[src/rtl/xlb_pkg.sv]
package xlb_pkg;

    localparam int unsigned LANES      = 4;
    localparam int unsigned HALF_LANES = LANES / 2;

    // command strobe vector positions
    localparam int unsigned CMD_MRD = 0;
    localparam int unsigned CMD_MWR = 1;
    localparam int unsigned CMD_IRD = 2;
    localparam int unsigned CMD_IWR = 3;
    localparam int unsigned CMD_ACK = 4;
    localparam int unsigned NCMD    = 5;

    typedef enum logic [2:0] {
        K_NONE, K_MEM_RD, K_MEM_WR, K_IO_RD, K_IO_WR, K_INTA
    } kind_t;

    typedef enum logic [1:0] {
        PH_IDLE, PH_ADDR, PH_CMD, PH_ACK
    } phase_t;

    typedef struct packed {
        logic b1;
        logic b0;
        logic hi_en_n;
    } lane_addr_t;

    function automatic kind_t classify(logic mem, logic dat, logic wr);
        case ({mem, dat, wr})
            3'b000:  return K_INTA;
            3'b010:  return K_IO_RD;
            3'b011:  return K_IO_WR;
            3'b100:  return K_MEM_RD;
            3'b110:  return K_MEM_RD;
            3'b111:  return K_MEM_WR;
            default: return K_NONE;
        endcase
    endfunction

    function automatic logic is_write(kind_t k);
        return (k == K_MEM_WR) || (k == K_IO_WR);
    endfunction

    function automatic logic [1:0] status_of(kind_t k);
        case (k)
            K_INTA:            return 2'b00;
            K_MEM_RD, K_IO_RD: return 2'b01;
            K_MEM_WR, K_IO_WR: return 2'b10;
            default:           return 2'b11;
        endcase
    endfunction

    function automatic logic [NCMD-1:0] strobes_of(kind_t k);
        logic [NCMD-1:0] v;
        v = '1;
        case (k)
            K_MEM_RD: v[CMD_MRD] = 1'b0;
            K_MEM_WR: v[CMD_MWR] = 1'b0;
            K_IO_RD:  v[CMD_IRD] = 1'b0;
            K_IO_WR:  v[CMD_IWR] = 1'b0;
            K_INTA:   v[CMD_ACK] = 1'b0;
            default:  v = '1;
        endcase
        return v;
    endfunction

endpackage

[src/rtl/xlb_cycle_decode.sv]
module xlb_cycle_decode
    import xlb_pkg::*;
#(
    parameter int unsigned NLANE = LANES
) (
    input  logic             mem,
    input  logic             wr,
    input  logic             dat,
    input  logic [NLANE-1:0] be_n,
    output kind_t            kind,
    output logic             need_lo,
    output logic             need_hi
);
    localparam int unsigned H = NLANE / 2;

    logic any_lo, any_hi;

    always_comb begin
        kind    = classify(mem, dat, wr);
        any_lo  = ~&be_n[H-1:0];
        any_hi  = ~&be_n[NLANE-1:H];
        // an empty enable set still runs one low-half cycle
        need_lo = any_lo | ~any_hi;
        need_hi = any_hi;
    end
endmodule

[src/rtl/xlb_lane_encode.sv]
module xlb_lane_encode
    import xlb_pkg::*;
#(
    parameter int unsigned NLANE = LANES
) (
    input  logic [NLANE-1:0] be_n,
    input  logic             sel_hi,
    output lane_addr_t       addr
);
    localparam int unsigned H = NLANE / 2;

    logic [H-1:0] part;

    always_comb begin
        part         = sel_hi ? be_n[NLANE-1:H] : be_n[H-1:0];
        addr.b1      = sel_hi;
        addr.b0      = part[0] & ~part[1];
        addr.hi_en_n = part[1];
    end
endmodule

[src/rtl/xlb_cycle_seq.sv]
module xlb_cycle_seq
    import xlb_pkg::*;
#(
    parameter int unsigned NLANE = LANES
) (
    input  logic             clk,
    input  logic             rst,
    input  logic             start,
    input  kind_t            kind_in,
    input  logic [NLANE-1:0] be_in,
    input  logic             need_lo,
    input  logic             need_hi,
    input  logic             done_n,
    output phase_t           phase,
    output logic [NLANE-1:0] be_q,
    output logic             sel_hi,
    output logic             ale,
    output logic             den,
    output logic             dt_tx,
    output logic [1:0]       stat_n,
    output logic [NCMD-1:0]  cmd_n,
    output logic             ack
);
    kind_t kind_q;
    logic  split_q;
    logic  busy;

    always_ff @(posedge clk) begin
        if (rst) begin
            phase   <= PH_IDLE;
            kind_q  <= K_NONE;
            be_q    <= '1;
            sel_hi  <= 1'b0;
            split_q <= 1'b0;
        end else begin
            case (phase)
                PH_IDLE: if (start) begin
                    kind_q  <= kind_in;
                    be_q    <= be_in;
                    sel_hi  <= ~need_lo;
                    split_q <= need_lo & need_hi;
                    phase   <= (kind_in == K_NONE) ? PH_ACK : PH_ADDR;
                end
                PH_ADDR: phase <= PH_CMD;
                PH_CMD: if (!done_n) begin
                    if (split_q && !sel_hi) begin
                        sel_hi <= 1'b1;
                        phase  <= PH_ADDR;
                    end else begin
                        phase  <= PH_ACK;
                    end
                end
                default: phase <= PH_IDLE;
            endcase
        end
    end

    always_comb begin
        busy   = (phase == PH_ADDR) || (phase == PH_CMD);
        ale    = (phase == PH_ADDR);
        den    = (phase == PH_CMD);
        dt_tx  = busy && is_write(kind_q);
        stat_n = busy ? status_of(kind_q) : 2'b11;
        cmd_n  = den ? strobes_of(kind_q) : '1;
        ack    = (phase == PH_ACK);
    end

    assert_one_cmd_R4: assert property (@(posedge clk) disable iff (rst)
        $countones(~cmd_n) <= 1);

    assert_ale_single_R3: assert property (@(posedge clk) disable iff (rst)
        ale |=> !ale);

    assert_cmd_after_ale_R6: assert property (@(posedge clk) disable iff (rst)
        (ale && !rst) |=> (~&cmd_n));

    assert_cmd_hold_R6: assert property (@(posedge clk) disable iff (rst)
        ((~&cmd_n) && done_n) |=> (~&cmd_n));

    assert_dir_steady_R7: assert property (@(posedge clk) disable iff (rst)
        (den && (ale || den)) |=> (!den || $stable(dt_tx)));

    assert_stat_hold_R2: assert property (@(posedge clk) disable iff (rst)
        ale |=> $stable(stat_n));

    assert_ack_pulse_R10: assert property (@(posedge clk) disable iff (rst)
        ack |=> !ack);
endmodule

[src/rtl/legacy_bus_xlate.sv]
module legacy_bus_xlate
    import xlb_pkg::*;
(
    input  logic       clk,
    input  logic       rst,
    input  logic       cyc_start,
    input  logic       cyc_mem,
    input  logic       cyc_write,
    input  logic       cyc_data,
    input  logic [3:0] byte_en_n,
    input  logic       ext_done_n,
    output logic       proc_ack,
    output logic       addr_b1,
    output logic       addr_b0,
    output logic       hi_byte_en_n,
    output logic [1:0] stat_n,
    output logic       addr_latch,
    output logic       data_en,
    output logic       data_tx,
    output logic       cmd_mem_rd_n,
    output logic       cmd_mem_wr_n,
    output logic       cmd_io_rd_n,
    output logic       cmd_io_wr_n,
    output logic       cmd_intack_n
);
    kind_t            kind_d;
    logic             need_lo, need_hi;
    phase_t           phase;
    logic [LANES-1:0] be_q;
    logic             sel_hi;
    logic [NCMD-1:0]  cmd_n;
    lane_addr_t       lane;

    xlb_cycle_decode #(.NLANE(LANES)) u_dec (
        .mem(cyc_mem), .wr(cyc_write), .dat(cyc_data), .be_n(byte_en_n),
        .kind(kind_d), .need_lo(need_lo), .need_hi(need_hi)
    );

    xlb_cycle_seq #(.NLANE(LANES)) u_seq (
        .clk(clk), .rst(rst), .start(cyc_start), .kind_in(kind_d),
        .be_in(byte_en_n), .need_lo(need_lo), .need_hi(need_hi),
        .done_n(ext_done_n), .phase(phase), .be_q(be_q), .sel_hi(sel_hi),
        .ale(addr_latch), .den(data_en), .dt_tx(data_tx), .stat_n(stat_n),
        .cmd_n(cmd_n), .ack(proc_ack)
    );

    xlb_lane_encode #(.NLANE(LANES)) u_lane (
        .be_n(be_q), .sel_hi(sel_hi), .addr(lane)
    );

    always_comb begin
        addr_b1      = lane.b1;
        addr_b0      = lane.b0;
        hi_byte_en_n = lane.hi_en_n;
        cmd_mem_rd_n = cmd_n[CMD_MRD];
        cmd_mem_wr_n = cmd_n[CMD_MWR];
        cmd_io_rd_n  = cmd_n[CMD_IRD];
        cmd_io_wr_n  = cmd_n[CMD_IWR];
        cmd_intack_n = cmd_n[CMD_ACK];
    end

    assert_nocmd_ack_R9: assert property (@(posedge clk) disable iff (rst)
        (phase == PH_IDLE && cyc_start && kind_d == K_NONE) |=> (proc_ack && !addr_latch));

    assert_den_only_cmd_R3: assert property (@(posedge clk) disable iff (rst)
        data_en |-> (~&cmd_n));
endmodule

[config.mk]
export PLATFORM = sky130hd
export DESIGN_NAME = legacy_bus_xlate
export DESIGN_NICKNAME = d
export VERILOG_FILES = /design/src/rtl/xlb_pkg.sv /design/src/rtl/xlb_cycle_decode.sv /design/src/rtl/xlb_lane_encode.sv /design/src/rtl/xlb_cycle_seq.sv /design/src/rtl/legacy_bus_xlate.sv
export SDC_FILE = /design/constraint.sdc
export NUM_CORES = 1
export LEC_CHECK = 0
export BUFFER_PORTS_ARGS = -buffer_cell sky130_fd_sc_hd__buf_2
export CORE_MARGIN = 5
export CORE_UTILIZATION = 46
export DETAILED_ROUTE_END_ITERATION = 6
export PLACE_DENSITY = 0.8
export SLEW_MARGIN = 20
export SYNTH_ARGS = -nofsm -noshare
export SYNTH_HDL_FRONTEND = slang
export SYNTH_SLANG_ARGS = --single-unit
[constraint.sdc]
create_clock -name clk -period 1.9 [get_ports clk]
set_clock_uncertainty 0.2 [all_clocks]
set_input_delay 0.475 -clock clk [delete_from_list [all_inputs] [get_ports clk]]
set_output_delay 0.475 -clock clk [all_outputs]
set_load 0.01 [all_outputs]
## Yosys cells after proc, flatten, opt, wreduce, memory -nomap -nowiden

Cells that the tools add are included.

- Register bits after elaboration: 11
- Bits in latches: 0
- RAM bits: 0
- Memory bits (read-only): 0
- Bits of input ports: 11
- Output and inout bits: 14
- Logic and storage cells: 64
- Memories: 0

- $add $sub $neg: 0
- Multipliers: 0
- Div/mod/pow operators: 0
- Order comparisons: 0
- Equal/unequal tests: 16
- Shift operators: 0
- Muxes and demuxes: 19
- Bitwise operators: 5
- Reduce and logical (&&, ||, !) cells: 19

Operators with widths:

| kind | count |
|---|---|
| $eq 3x3->1 const B | 5 |
| $pmux 3 s5 | 1 |
| $eq 3x2->1 const B | 4 |
| $mux 2 | 6 |
| $pmux 2 s3 | 2 |
| $mux 1 | 8 |
| $reduce_and 2->1 | 4 |
| $logic_not 3->1 | 2 |
| $reduce_or 2->1 | 3 |
| $mux 5 | 1 |
| $eq 2x2->1 const B | 2 |
| $ne 2x2->1 const B | 2 |
| $reduce_and 4->1 | 1 |
| $eq 3x1->1 const B | 1 |
| $logic_not 1->1 | 3 |
| $and 1x1->1 | 2 |
| $eq 2x1->1 const B | 1 |
| $logic_and 1x1->1 | 2 |
| $logic_not 2->1 | 1 |
| $logic_or 1x1->1 | 2 |
| $ne 2x1->1 const B | 1 |
| $not 1->1 | 2 |
| $pmux 1 s2 | 1 |
| $reduce_bool 2->1 | 1 |
| $or 1x1->1 | 1 |

## Longest topological paths before layout

Gate-level depths: netlist of the first run.

- Depth after elaboration: 7
- Depth in mapped cells: 6
- Mapped depth without buffers: 5

## Cells and area by module

Synthesis of the first run repeated with hierarchy kept, for this count alone.

- Cells, all modules: 85
- Area, all modules: 718.2 sq um

By module, submodules not included:

| module | times used | cells each | area each (sq um) | seq. area each (sq um) |
|---|---|---|---|---|
| xlb_cycle_seq | 1 | 73 | 638.1 | 220.2 |
| xlb_cycle_decode | 1 | 7 | 40.0 | 0.0 |
| xlb_lane_encode | 1 | 5 | 40.0 | 0.0 |

## Least setup slack after synthesis of the first run

No wires, ideal clock.

- Kind: flip-flop to output port
- Start: reg u_seq.phase[0]
- End: out cmd_intack_n
- Data arrival time: 1.068 ns
- Required time: 1.225 ns
- Path slack: 0.157 ns
- Stages on the path, launching flop included: 5
- Path buffers: 0
- Path through: dfxtp_1 > inv_1 > ha_1 > nor2b_1 > nand3_1

- Cells in the longest elaborated chain, start to end: 2

Ends and longest elaborated chain:

| element | RTL line | text |
|---|---|---|
| start: declaration | xlb_cycle_seq.sv:14 | `output phase_t phase,` |
| start signal: assignment | xlb_cycle_seq.sv:42 | `phase <= (kind_in == K_NONE) ? PH_ACK : PH_ADDR;` |
| $eq 2x2->1 | xlb_cycle_seq.sv:61 | `den = (phase == PH_CMD);` |
| via data_en | legacy_bus_xlate.sv:18 | `output logic data_en,` |
| $mux 5 | xlb_cycle_seq.sv:64 | `cmd_n = den ? strobes_of(kind_q) : '1;` |
| end: declaration | legacy_bus_xlate.sv:24 | `output logic cmd_intack_n` |

The timed path passes the listed nets, and every way through them passes these cells.

## Final worst setup path of the first run

- Start: reg u_seq.phase[1]
- End: out data_tx

- Cells in the longest elaborated chain, start to end: 3
- Elaborated cells on any way between the ends: 4
- Classes of those cells: eq/ne: 2; reduce/logical: 2

Ends and longest elaborated chain:

| element | RTL line | text |
|---|---|---|
| $eq 2x1->1 / $eq 2x2->1 (equally long branches) | xlb_cycle_seq.sv:59 | `busy = (phase == PH_ADDR) \|\| (phase == PH_CMD);` |
| $logic_or 1x1->1 * | xlb_cycle_seq.sv:59 |  |
| $logic_and 1x1->1 * | xlb_cycle_seq.sv:62 | `dt_tx = busy && is_write(kind_q);` |
| end: declaration | legacy_bus_xlate.sv:19 | `output logic data_tx,` |

Every way passes the cells marked *; elsewhere a longest branch is shown, timed or not.

==> flow_summary.json, run 1 <==
{
  "ir_worst_vdd_mv": 0.582,
  "cap_violations": 0,
  "firstDrtPassIters": 4,
  "ctsHoldBuffers": 0,
  "p_comb_frac": 0.536,
  "syn_inst": 78,
  "ys_seq_area_frac": 0.329,
  "n_fill_cell": 113,
  "avgViaCountPerCell": 5.70,
  "slew_violations": 0,
  "regArea_sq_um": 235,
  "hold_violations": 0,
  "layout-drive-gt1-share": 0.445,
  "ant_nets": 0,
  "finalCritPeriodShare": 0.987,
  "clock_latency_ns": 0.27,
  "grt_use_total": 0.178,
  "avgRoutedWirePerCell_um": 13.5,
  "synth.top_cells.by_area": "dfxtp_1 33%, ha_1 7.5%, a211o_1 6.5%, nor2b_1 5.6%, a21oi_1 3.7%",
  "startpoint_type": "flop",
  "overflow": 0,
  "p_int_w": 0.000695,
  "antenna_found_initial": 0,
  "dp_hpwl_mm": 1.26,
  "yosysWarnings": 0,
  "cts_tree": "yes",
  "p_sw_w": 0.000426,
  "clock_sinks": 11,
  "required_ns": 1.22,
  "drt-total-wl_mm": 1.68,
  "drtIter0Drc": 4,
  "synth-seq-cells": 11,
  "ys_types": 29,
  "worstSetupPathType": "reg -> out",
  "arrival_ns": 1.20,
  "syn_nets": 93,
  "multiInputGateArea_sq_um": 458,
  "leakage_nw": 0.417,
  "cts_root_buf": "clkbuf_4",
  "crit_path_cell_trace": "inv_4 > ha_4 > o211a_1 > buf_2",
  "switching_share": 0.380,
  "clkSlewWorstSetupHoldPaths_ns": 0.06,
  "nNetsFinal": 126,
  "syn_area_per_cell_sq_um": 8.58,
  "numCtsBuffers": 3,
  "final_common_cell": "buf_2",
  "place_area_sq_um": 808,
  "grt_first_pass_wirelength_mm": 2.82,
  "diodes": 0,
  "seqPwrFrac": 0.323,
  "io_pins": 25,
  "syn-cell-area_sq_um": 669,
  "fin_util": 0.698,
  "rsz0062_at_grt": "yes",
  "io_buffers": 24,
  "drc_errors": 0,
  "die_h_um": 48.1,
  "crit_path_end_kind": "output pin",
  "crit_fanout": 3,
  "period_needed_ns": 1.87,
  "setup_violations": 0,
  "htree_levels": 1,
  "critPathTopFamily": "flip-flops",
  "core_area_sq_um": 1330,
  "p_per_area_nw_per_um2": 1200,
  "slew_headroom": 0.809,
  "pwr-share-clk": 0.141,
  "worstMarginPinSlew_ns": 0.286,
  "first_global_vias": 682,
  "fp.dieArea_sq_um": 2320,
  "status": "completed",
  "design_area_sq_um": 931,
  "row_count": 13,
  "vias": 712,
  "synth_top_area_frac": 0.329,
  "cp_slowest_stage_delay_ns": 0.38,
  "min_path_type": "in -> reg",
  "die_w_um": 48.1,
  "timing.fmax_mhz": 533,
  "crit_buf_inv": 2,
  "place.gp.congestion": 0.728,
  "cpMaxStageDelayCell": "dfxtp_4",
  "synth_top_cell_by_area": "dfxtp_1",
  "clock_path_buffers": 2,
  "start_util": 0.502,
  "grt_max_degree": 13,
  "final_cell_mix": "24 x buf_2, 7 x buf_4, 6 x nand2_1",
  "syn_to_final_growth_pct": 39.1
}
[power groups by stage]
stage / logic [W] / registers [W] / clock network, W
final: 0.000601 / 0.000362 / 0.000158
after global routing: 0.000668 / 0.000370 / 0.000174
after CTS: 0.000588 / 0.000348 / 0.000168
after detailed placement: 0.000490 / 0.000342 / 0
after global placement: 0.000479 / 0.000338 / 0
after floorplan: 0.000340 / 0.000339 / 0
[final timing paths]
| kind | start | end | slack [ns] | cells after the start |
|---|---|---|---|---|
| worst max register to register | u_seq.phase[0] | u_seq.phase[0] | 0.12 | 6 |
| worst min-delay path | cyc_write | u_seq.kind_q[0] | 0.25 | 2 |
| worst min register to register | u_seq.be_q[3] | u_seq.be_q[3] | 0.27 | 1 |
| worst max-delay path | u_seq.phase[1] | data_tx | 0.03 | 4 |
[sequential cells by signal, summed over array words and instances, names as in the netlist]
signal	flops
u_seq.split_q	1
u_seq.kind_q	3
u_seq.sel_hi	1
u_seq.be_q	4
u_seq.phase	2
[layout make-up]
class	instances	share of cell area
clock buffer	4	0.0282
timing repair buffer	31	0.185
inverter	4	0.0215
sequential	11	0.253
multi-input combinational	60	0.492
tap	15	0.0202
[routing by layer]
| layer | vias up | track usage | share of wire | wire length [um] |
|---|---|---|---|---|
| li1 | 353 | - | - | - |
| met1 | 335 | 0.190 | 0.40 | 665 |
| met2 | 20 | 0.315 | 0.52 | 872 |
| met3 | 4 | 0.0664 | 0.072 | 122 |
| met4 | 0 | 0.0645 | 0.013 | 22 |
| met5 | - | 0 | 0 | 0 |
[synthesized netlist by cell type]
| cell | count |
|---|---|
| a221oi_1 | 1 |
| a211o_1 | 5 |
| nand2_4 | 1 |
| buf_4 | 1 |
| nand4_1 | 2 |
| or4_1 | 3 |
| inv_1 | 4 |
| o21ai_1 | 1 |
| nand2b_1 | 2 |
| nor2_1 | 3 |
| dfxtp_1 | 11 |
| nand2_1 | 6 |
| buf_6 | 1 |
| nand3_1 | 5 |
| clkbuf_1 | 1 |
| a21oi_1 | 5 |
| and2_1 | 2 |
| mux2i_1 | 1 |
| o21ai_0 | 1 |
| a311oi_1 | 2 |
| o32ai_1 | 1 |
| a211oi_1 | 1 |
| ha_1 | 4 |
| xnor2_1 | 1 |
| nand3b_1 | 1 |
| o211a_1 | 1 |
| mux2_2 | 1 |
| nor2b_1 | 6 |
| and3_1 | 4 |
[logic make-up (layout without fill, tap and decap cells)]
| logic type | count (synthesis) | in the layout | synth area share |
|---|---|---|---|
| xor+xnor | 1 | 1 | 0.0131 |
| fa+ha+maj | 4 | 4 | 0.0748 |
| mux | 2 | 2 | 0.0318 |
| compound gates | 18 | 18 | 0.196 |
| simple gates | 35 | 35 | 0.299 |
| flops | 11 | 11 | 0.329 |
| buf+inv | 7 | 39 | 0.0561 |
[metrics by stage]
stage	setup TNS, ns	total power (W)	hold slack (ns)	setup slack, ns	cells
global route	-0.0599	0.00121	0.249	-0.0219	125
CTS	0	0.00110	0.243	0.00612	125
floorplan	0	0.000679	0.230	0.157	78
detailed placement	0	0.000832	0.251	0.0535	117
global placement	0	0.000817	0.241	0.122	117
finish	0	0.00112	0.252	0.0251	125
[what timing repair did]
| action | CTS | global route |
|---|---|---|
| endpoints found under the setup margin | 8 | 9 |
| setup buffers | 4 | 0 |
| resized for setup | 13 | 9 |
| pin swaps | 0 | 2 |
Note: power is estimated with default switching activity, not from simulation.
==> run 2, diff against run 1 <==
--- a/config.mk
+++ b/config.mk
@@ -7,9 +7,9 @@
 export LEC_CHECK = 0
 export BUFFER_PORTS_ARGS = -buffer_cell sky130_fd_sc_hd__buf_2
 export CORE_MARGIN = 5
-export CORE_UTILIZATION = 46
+export CORE_UTILIZATION = 40
 export DETAILED_ROUTE_END_ITERATION = 6
-export PLACE_DENSITY = 0.8
+export PLACE_DENSITY = 0.72
 export SLEW_MARGIN = 20
 export SYNTH_ARGS = -nofsm -noshare
 export SYNTH_HDL_FRONTEND = slang
==> run 2 against run 1 <==
  * Non-clock buffer count up 3
  * Largest power group unchanged
  * Global-route usage down 3.7 points
  * Utilization down 7.9 points
  * Register-to-register slack worse by 0.11 ns
  * Critical path depth unchanged
  * The flow now finishes with violations (negative setup slack)
==> flow_summary.json, run 2 (same netlist as run 1, synthesis figures left out) <==
{
  "largest_reg_flops": 4,
  "core_area_sq_um": 1540,
  "critPathLaunch": "u_seq.phase[1]",
  "clock_sinks": 11,
  "whs_ns": 0.253,
  "regArea_sq_um": 233,
  "dp_hpwl_mm": 1.26,
  "avgViaCountPerCell": 5.51,
  "crit_path_cell_trace": "inv_4 > ha_4 > o211a_1 > buf_2",
  "cap_violations": 0,
  "ant_nets": 0,
  "multiInputGateArea_sq_um": 459,
  "drc_errors": 0,
  "htree_levels": 1,
  "clock_latency_ns": 0.27,
  "grt_max_degree": 13,
  "period_needed_ns": 1.90,
  "slew_headroom": 0.782,
  "n_fill_cell": 144,
  "final_common_cell": "buf_2",
  "cp_slowest_stage_delay_ns": 0.39,
  "grt_use_total": 0.141,
  "clock_path_buffers": 2,
  "rsz0062_at_grt": "yes",
  "fin_util": 0.619,
  "diodes": 0,
  "slew_violations": 0,
  "leakage_nw": 0.428,
  "first_global_vias": 709,
  "startpoint_type": "flop",
  "reg2reg_from": "u_seq.phase[0]",
  "grt_first_pass_wirelength_mm": 2.87,
  "crit_path_end_kind": "output pin",
  "reg.largest.list": "u_seq.be_q: 4 flops, u_seq.kind_q: 3 flops, u_seq.phase: 2 flops",
  "syn_to_final_growth_pct": 42.4,
  "layout-drive-gt1-share": 0.469,
  "required_ns": 1.22,
  "p_per_area_nw_per_um2": 1250,
  "arrival_ns": 1.23,
  "cpMaxStageDelayCell": "dfxtp_4",
  "crit_fanout": 3,
  "die_h_um": 50.9,
  "row_count": 14,
  "setup_violations": 1,
  "cts_root_buf": "clkbuf_4",
  "crit_buf_inv": 2,
  "fin_tns_setup_ns": -0.00109,
  "antenna_found_initial": 0,
  "firstDrtPassIters": 4,
  "worstMarginPinSlew_ns": 0.326,
  "worstSetupPathType": "reg -> out",
  "status": "finished, violations left",
  "finalCritPeriodShare": 1.00,
  "placed_cells": 120,
  "die_w_um": 50.9,
  "avgRoutedWirePerCell_um": 14.6,
  "fp.dieArea_sq_um": 2590,
  "hold_violations": 0,
  "ir_worst_vdd_mv": 0.618,
  "cts_tree": "yes",
  "ctsHoldBuffers": 0,
  "min_path_type": "in -> reg",
  "drtIter0Drc": 4,
  "numCtsBuffers": 3,
  "place.gp.congestion": 0.712,
  "violations": "negative setup slack",
  "drt-total-wl_mm": 1.88,
  "largest_register": "u_seq.be_q",
  "clkSlewWorstSetupHoldPaths_ns": 0.07,
  "nNetsFinal": 129,
  "final_cell_mix": "24 x buf_2, 10 x buf_4, 6 x nand2_1",
  "overflow": 0,
  "io_pins": 25,
  "critPathTopFamily": "flip-flops",
  "vias": 711,
  "finalNonFillerCells": 129,
  "start_util": 0.434,
  "min-delay-start": "cyc_write",
  "timing.fmax_mhz": 526,
  "io_buffers": 24,
  "fin_ws_ns": -0.00109
}
==> run 2: cell types whose count changed in the layout (fill, tap and decap cells not counted), sizes merged <==
cell	previous run	this run
buf	31	34
==> run 2: final timing paths <==
kind,to,slack (ns),cells past startpoint
hold reg to reg,u_seq.be_q[2],0.28,1
setup / recovery,data_tx,-0.001,4
setup reg to reg,u_seq.phase[0],0.01,7
hold / removal,u_seq.kind_q[0],0.25,2
==> run 2: layout make-up <==
cell class,count,share of cell area
Sequential cell,11,0.244
Inverter,4,0.0210
Multi-Input combinational cell,60,0.482
Timing Repair Buffer,34,0.205
Tap cell,16,0.0210
Clock buffer,4,0.0276
==> run 2: metal layers <==
layer / global-route usage / vias up / share of wire
li1: - / 357 / -
met4: 0.0766 / 0 / 0.015
met1: 0.153 / 327 / 0.42
met3: 0.0203 / 4 / 0.060
met5: 0 / - / 0
met2: 0.258 / 23 / 0.51
==> run 2: repair_timing <==
item | in CTS | in global routing
endpoints found under the setup margin | 8 | 6
gates resized for setup | 15 | 6
buffers inserted | 2 | 3
pin swaps | 0 | 3
cloned | 0 | 0
==> run 2: power by group <==
| part | total, W | switching, W | internal (W) | leakage (nW) |
|---|---|---|---|---|
| combinational | 0.000671 | 0.000320 | 0.000351 | 0.320 |
| sequential | 0.000362 | 0.0000587 | 0.000303 | 0.0937 |
| clock | 0.000163 | 0.0000822 | 0.0000813 | 0.0150 |
| total | 0.00120 | 0.000460 | 0.000736 | 0.428 |
==> run 2: stage by stage <==
| step | setup slack (ns) | instance area [sq um] | power, W |
|---|---|---|---|
| after floorplan | 0.157 | 669 | 0.000679 |
| after global placement | 0.120 | 825 | 0.000848 |
| after detailed placement | 0.0411 | 825 | 0.000862 |
| after CTS | 0.000109 | 915 | 0.00113 |
| after global routing | -0.0479 | 953 | 0.00127 |
| final | -0.00109 | 953 | 0.00120 |
==> run 3, diff against run 2 <==
--- a/config.mk
+++ b/config.mk
@@ -8,8 +8,9 @@
 export BUFFER_PORTS_ARGS = -buffer_cell sky130_fd_sc_hd__buf_2
 export CORE_MARGIN = 5
 export CORE_UTILIZATION = 40
+export CTS_CLUSTER_DIAMETER = 120
 export DETAILED_ROUTE_END_ITERATION = 6
-export PLACE_DENSITY = 0.72
+export PLACE_DENSITY = 0.75
 export SLEW_MARGIN = 20
 export SYNTH_ARGS = -nofsm -noshare
 export SYNTH_HDL_FRONTEND = slang
==> constraint.sdc (replaced) <==
create_clock -name clk -period 1.58 [get_ports clk]
set_clock_uncertainty 0.2 [all_clocks]
set_input_delay 0.395 -clock clk [delete_from_list [all_inputs] [get_ports clk]]
set_output_delay 0.395 -clock clk [all_outputs]
set_load 0.01 [all_outputs]
==> run 3 against run 2 <==
  * The run still ends with negative setup slack left
  * Critical path depth unchanged
  * Die area unchanged
  * Utilization increased by 13 points
  * Final area increased by 21%
  * Setup slack got worse by 0.23 ns
  * Via count increased by 7.9%
  * Clock power increased by 24%
  * Combinational power increased by 62%
  * Register-to-register slack got worse by 0.19 ns
  * Clock-buffer cell count unchanged
  * Critical path type unchanged
==> flow_summary.json, run 3 (same netlist as run 1, synthesis figures left out) <==
{
  "crit_path_cell_trace": "inv_4 > ha_4 > o211a_1 > buf_6",
  "place.gp.congestion": 0.743,
  "largest_reg_flops": 4,
  "avgViaCountPerCell": 5.56,
  "drt-total-wl_mm": 2.14,
  "reg2reg_slack_ns": -0.18,
  "crit_path_end_kind": "output pin",
  "grt_use_total": 0.159,
  "ir_worst_vdd_mv": 0.920,
  "numCtsBuffers": 3,
  "grt_max_degree": 12,
  "critPathLaunch": "u_seq.phase[1]",
  "worstMarginPinSlew_ns": 0.307,
  "avgRoutedWirePerCell_um": 15.5,
  "diodes": 0,
  "final_common_cell": "buf_2",
  "pwr-share-clk": 0.118,
  "startpoint_type": "flop",
  "fp.dieArea_sq_um": 2590,
  "ant_nets": 0,
  "status": "finished, violations left",
  "clock_sinks": 11,
  "start_util": 0.434,
  "cts_root_buf": "clkbuf_4",
  "min_path_type": "in -> reg",
  "crit_fanout": 3,
  "timing.fmax_mhz": 552,
  "overflow": 0,
  "p_per_area_nw_per_um2": 1480,
  "clock_path_buffers": 2,
  "violations": "negative setup slack",
  "antenna_found_initial": 0,
  "layout-drive-gt1-share": 0.631,
  "leakage_nw": 0.512,
  "crit_buf_inv": 2,
  "cp_slowest_stage_delay_ns": 0.38,
  "pre_cts_slack_ns": -0.0792,
  "ctsHoldBuffers": 0,
  "io_pins": 25,
  "row_count": 14,
  "clock_latency_ns": 0.27,
  "switching_share": 0.380,
  "seqPwrFrac": 0.246,
  "finalCritPeriodShare": 1.15,
  "cap_violations": 0,
  "cts_tree": "yes",
  "required_ns": 0.98,
  "firstDrtPassIters": 4,
  "cpMaxStageDelayCell": "dfxtp_4",
  "path_depth": 4,
  "p_int_w": 0.00106,
  "die_w_um": 50.9,
  "worstSetupPathType": "reg -> out",
  "worstReg2RegEnd": "u_seq.phase[0]",
  "critPathTopFamily": "flip-flops",
  "grt_first_pass_wirelength_mm": 3.23,
  "drtIter0Drc": 11,
  "final_cell_mix": "17 x buf_2, 15 x buf_4, 11 x buf_6, 6 x nand2_1, 6 x dfxtp_1",
  "rsz0062_at_grt": "yes",
  "vias": 767,
  "slew_violations": 0,
  "nNetsFinal": 138,
  "dp_hpwl_mm": 1.38,
  "io_buffers": 24,
  "htree_levels": 1,
  "syn_to_final_growth_pct": 72.7,
  "clkSlewWorstSetupHoldPaths_ns": 0.08,
  "r2r_cells": 6,
  "die_h_um": 50.9,
  "period_needed_ns": 1.81,
  "largest_register": "u_seq.be_q",
  "core_area_sq_um": 1540,
  "setup_violations": 16,
  "slew_headroom": 0.793,
  "fin_ws_ns": -0.232,
  "drc_errors": 0,
  "p_comb_frac": 0.636,
  "worstSetupEndpoint": "data_tx",
  "p_sw_w": 0.000650,
  "reg2reg_from": "u_seq.phase[0]",
  "first_global_vias": 760,
  "reg.largest.list": "u_seq.be_q: 4 flops, u_seq.kind_q: 3 flops, u_seq.phase: 2 flops",
  "hold_violations": 0,
  "fin_tns_setup_ns": -2.37,
  "arrival_ns": 1.22
}
[run 3: cell count changes in the layout (fill, tap and decap cells not counted), moves of 3 or more]
| cell | delta |
|---|---|
| buf_6 | +11 |
| buf_2 | -7 |
| buf_4 | +5 |
| nand3_1 | -3 |
| nand3_2 | +3 |
[run 3: power groups by stage]
stage | clock network (W) | logic (W) | registers (W)
2_1_floorplan | 0 | 0.000463 | 0.000419
3_3_place_gp | 0 | 0.000749 | 0.000403
3_5_place_dp | 0 | 0.000766 | 0.000406
4_1_cts | 0.000200 | 0.000943 | 0.000412
5_1_grt | 0.000217 | 0.00116 | 0.000429
6_report | 0.000202 | 0.00109 | 0.000420
[run 3: repair_timing]
action,CTS,global route
setup buffers,4,2
pin swaps,9,8
setup endpoints to repair,15,17
gates resized for setup,19,22
[run 3: worst min-delay path by stage]
| stage | start | end | depth (start not counted) |
|---|---|---|---|
| after global routing | cyc_write | u_seq.kind_q[0] | 2 |
| final | cyc_write | u_seq.kind_q[0] | 2 |
| after CTS | cyc_write | u_seq.kind_q[0] | 2 |
| after detailed placement | u_seq.be_q[1] | u_seq.be_q[1] | 1 |
| after floorplan | u_seq.be_q[3] | u_seq.be_q[3] | 1 |
| after global placement | u_seq.be_q[1] | u_seq.be_q[1] | 1 |
[run 3: cell type report]
| class | count | area [sq um] |
|---|---|---|
| Timing Repair Buffer | 43 | 322 |
| Sequential cell | 11 | 229 |
| Clock buffer | 4 | 26.3 |
| Multi-Input combinational cell | 60 | 539 |
| Fill cell | 113 | 385 |
| Tap cell | 16 | 20.0 |
| Inverter | 4 | 20.0 |
[run 3: stage by stage]
step	area (sq um)	utilization	cells	hold WS, ns	total power [W]
after detailed placement	925	0.600	129	0.251	0.00117
after global placement	925	0.600	129	0.242	0.00115
after global routing	1160	0.750	138	0.171	0.00181
final	1160	0.750	138	0.164	0.00171
after CTS	1060	0.688	137	0.162	0.00155
after floorplan	702	-	78	0.230	0.000882
[run 3: layer usage]
metal | share of wire | track usage | vias to the layer above
met1 | 0.38 | 0.175 | 370
met5 | 0 | 0 | -
li1 | - | - | 373
met2 | 0.56 | 0.295 | 24
met3 | 0.056 | 0.0320 | 0
met4 | 0 | 0.0553 | 0
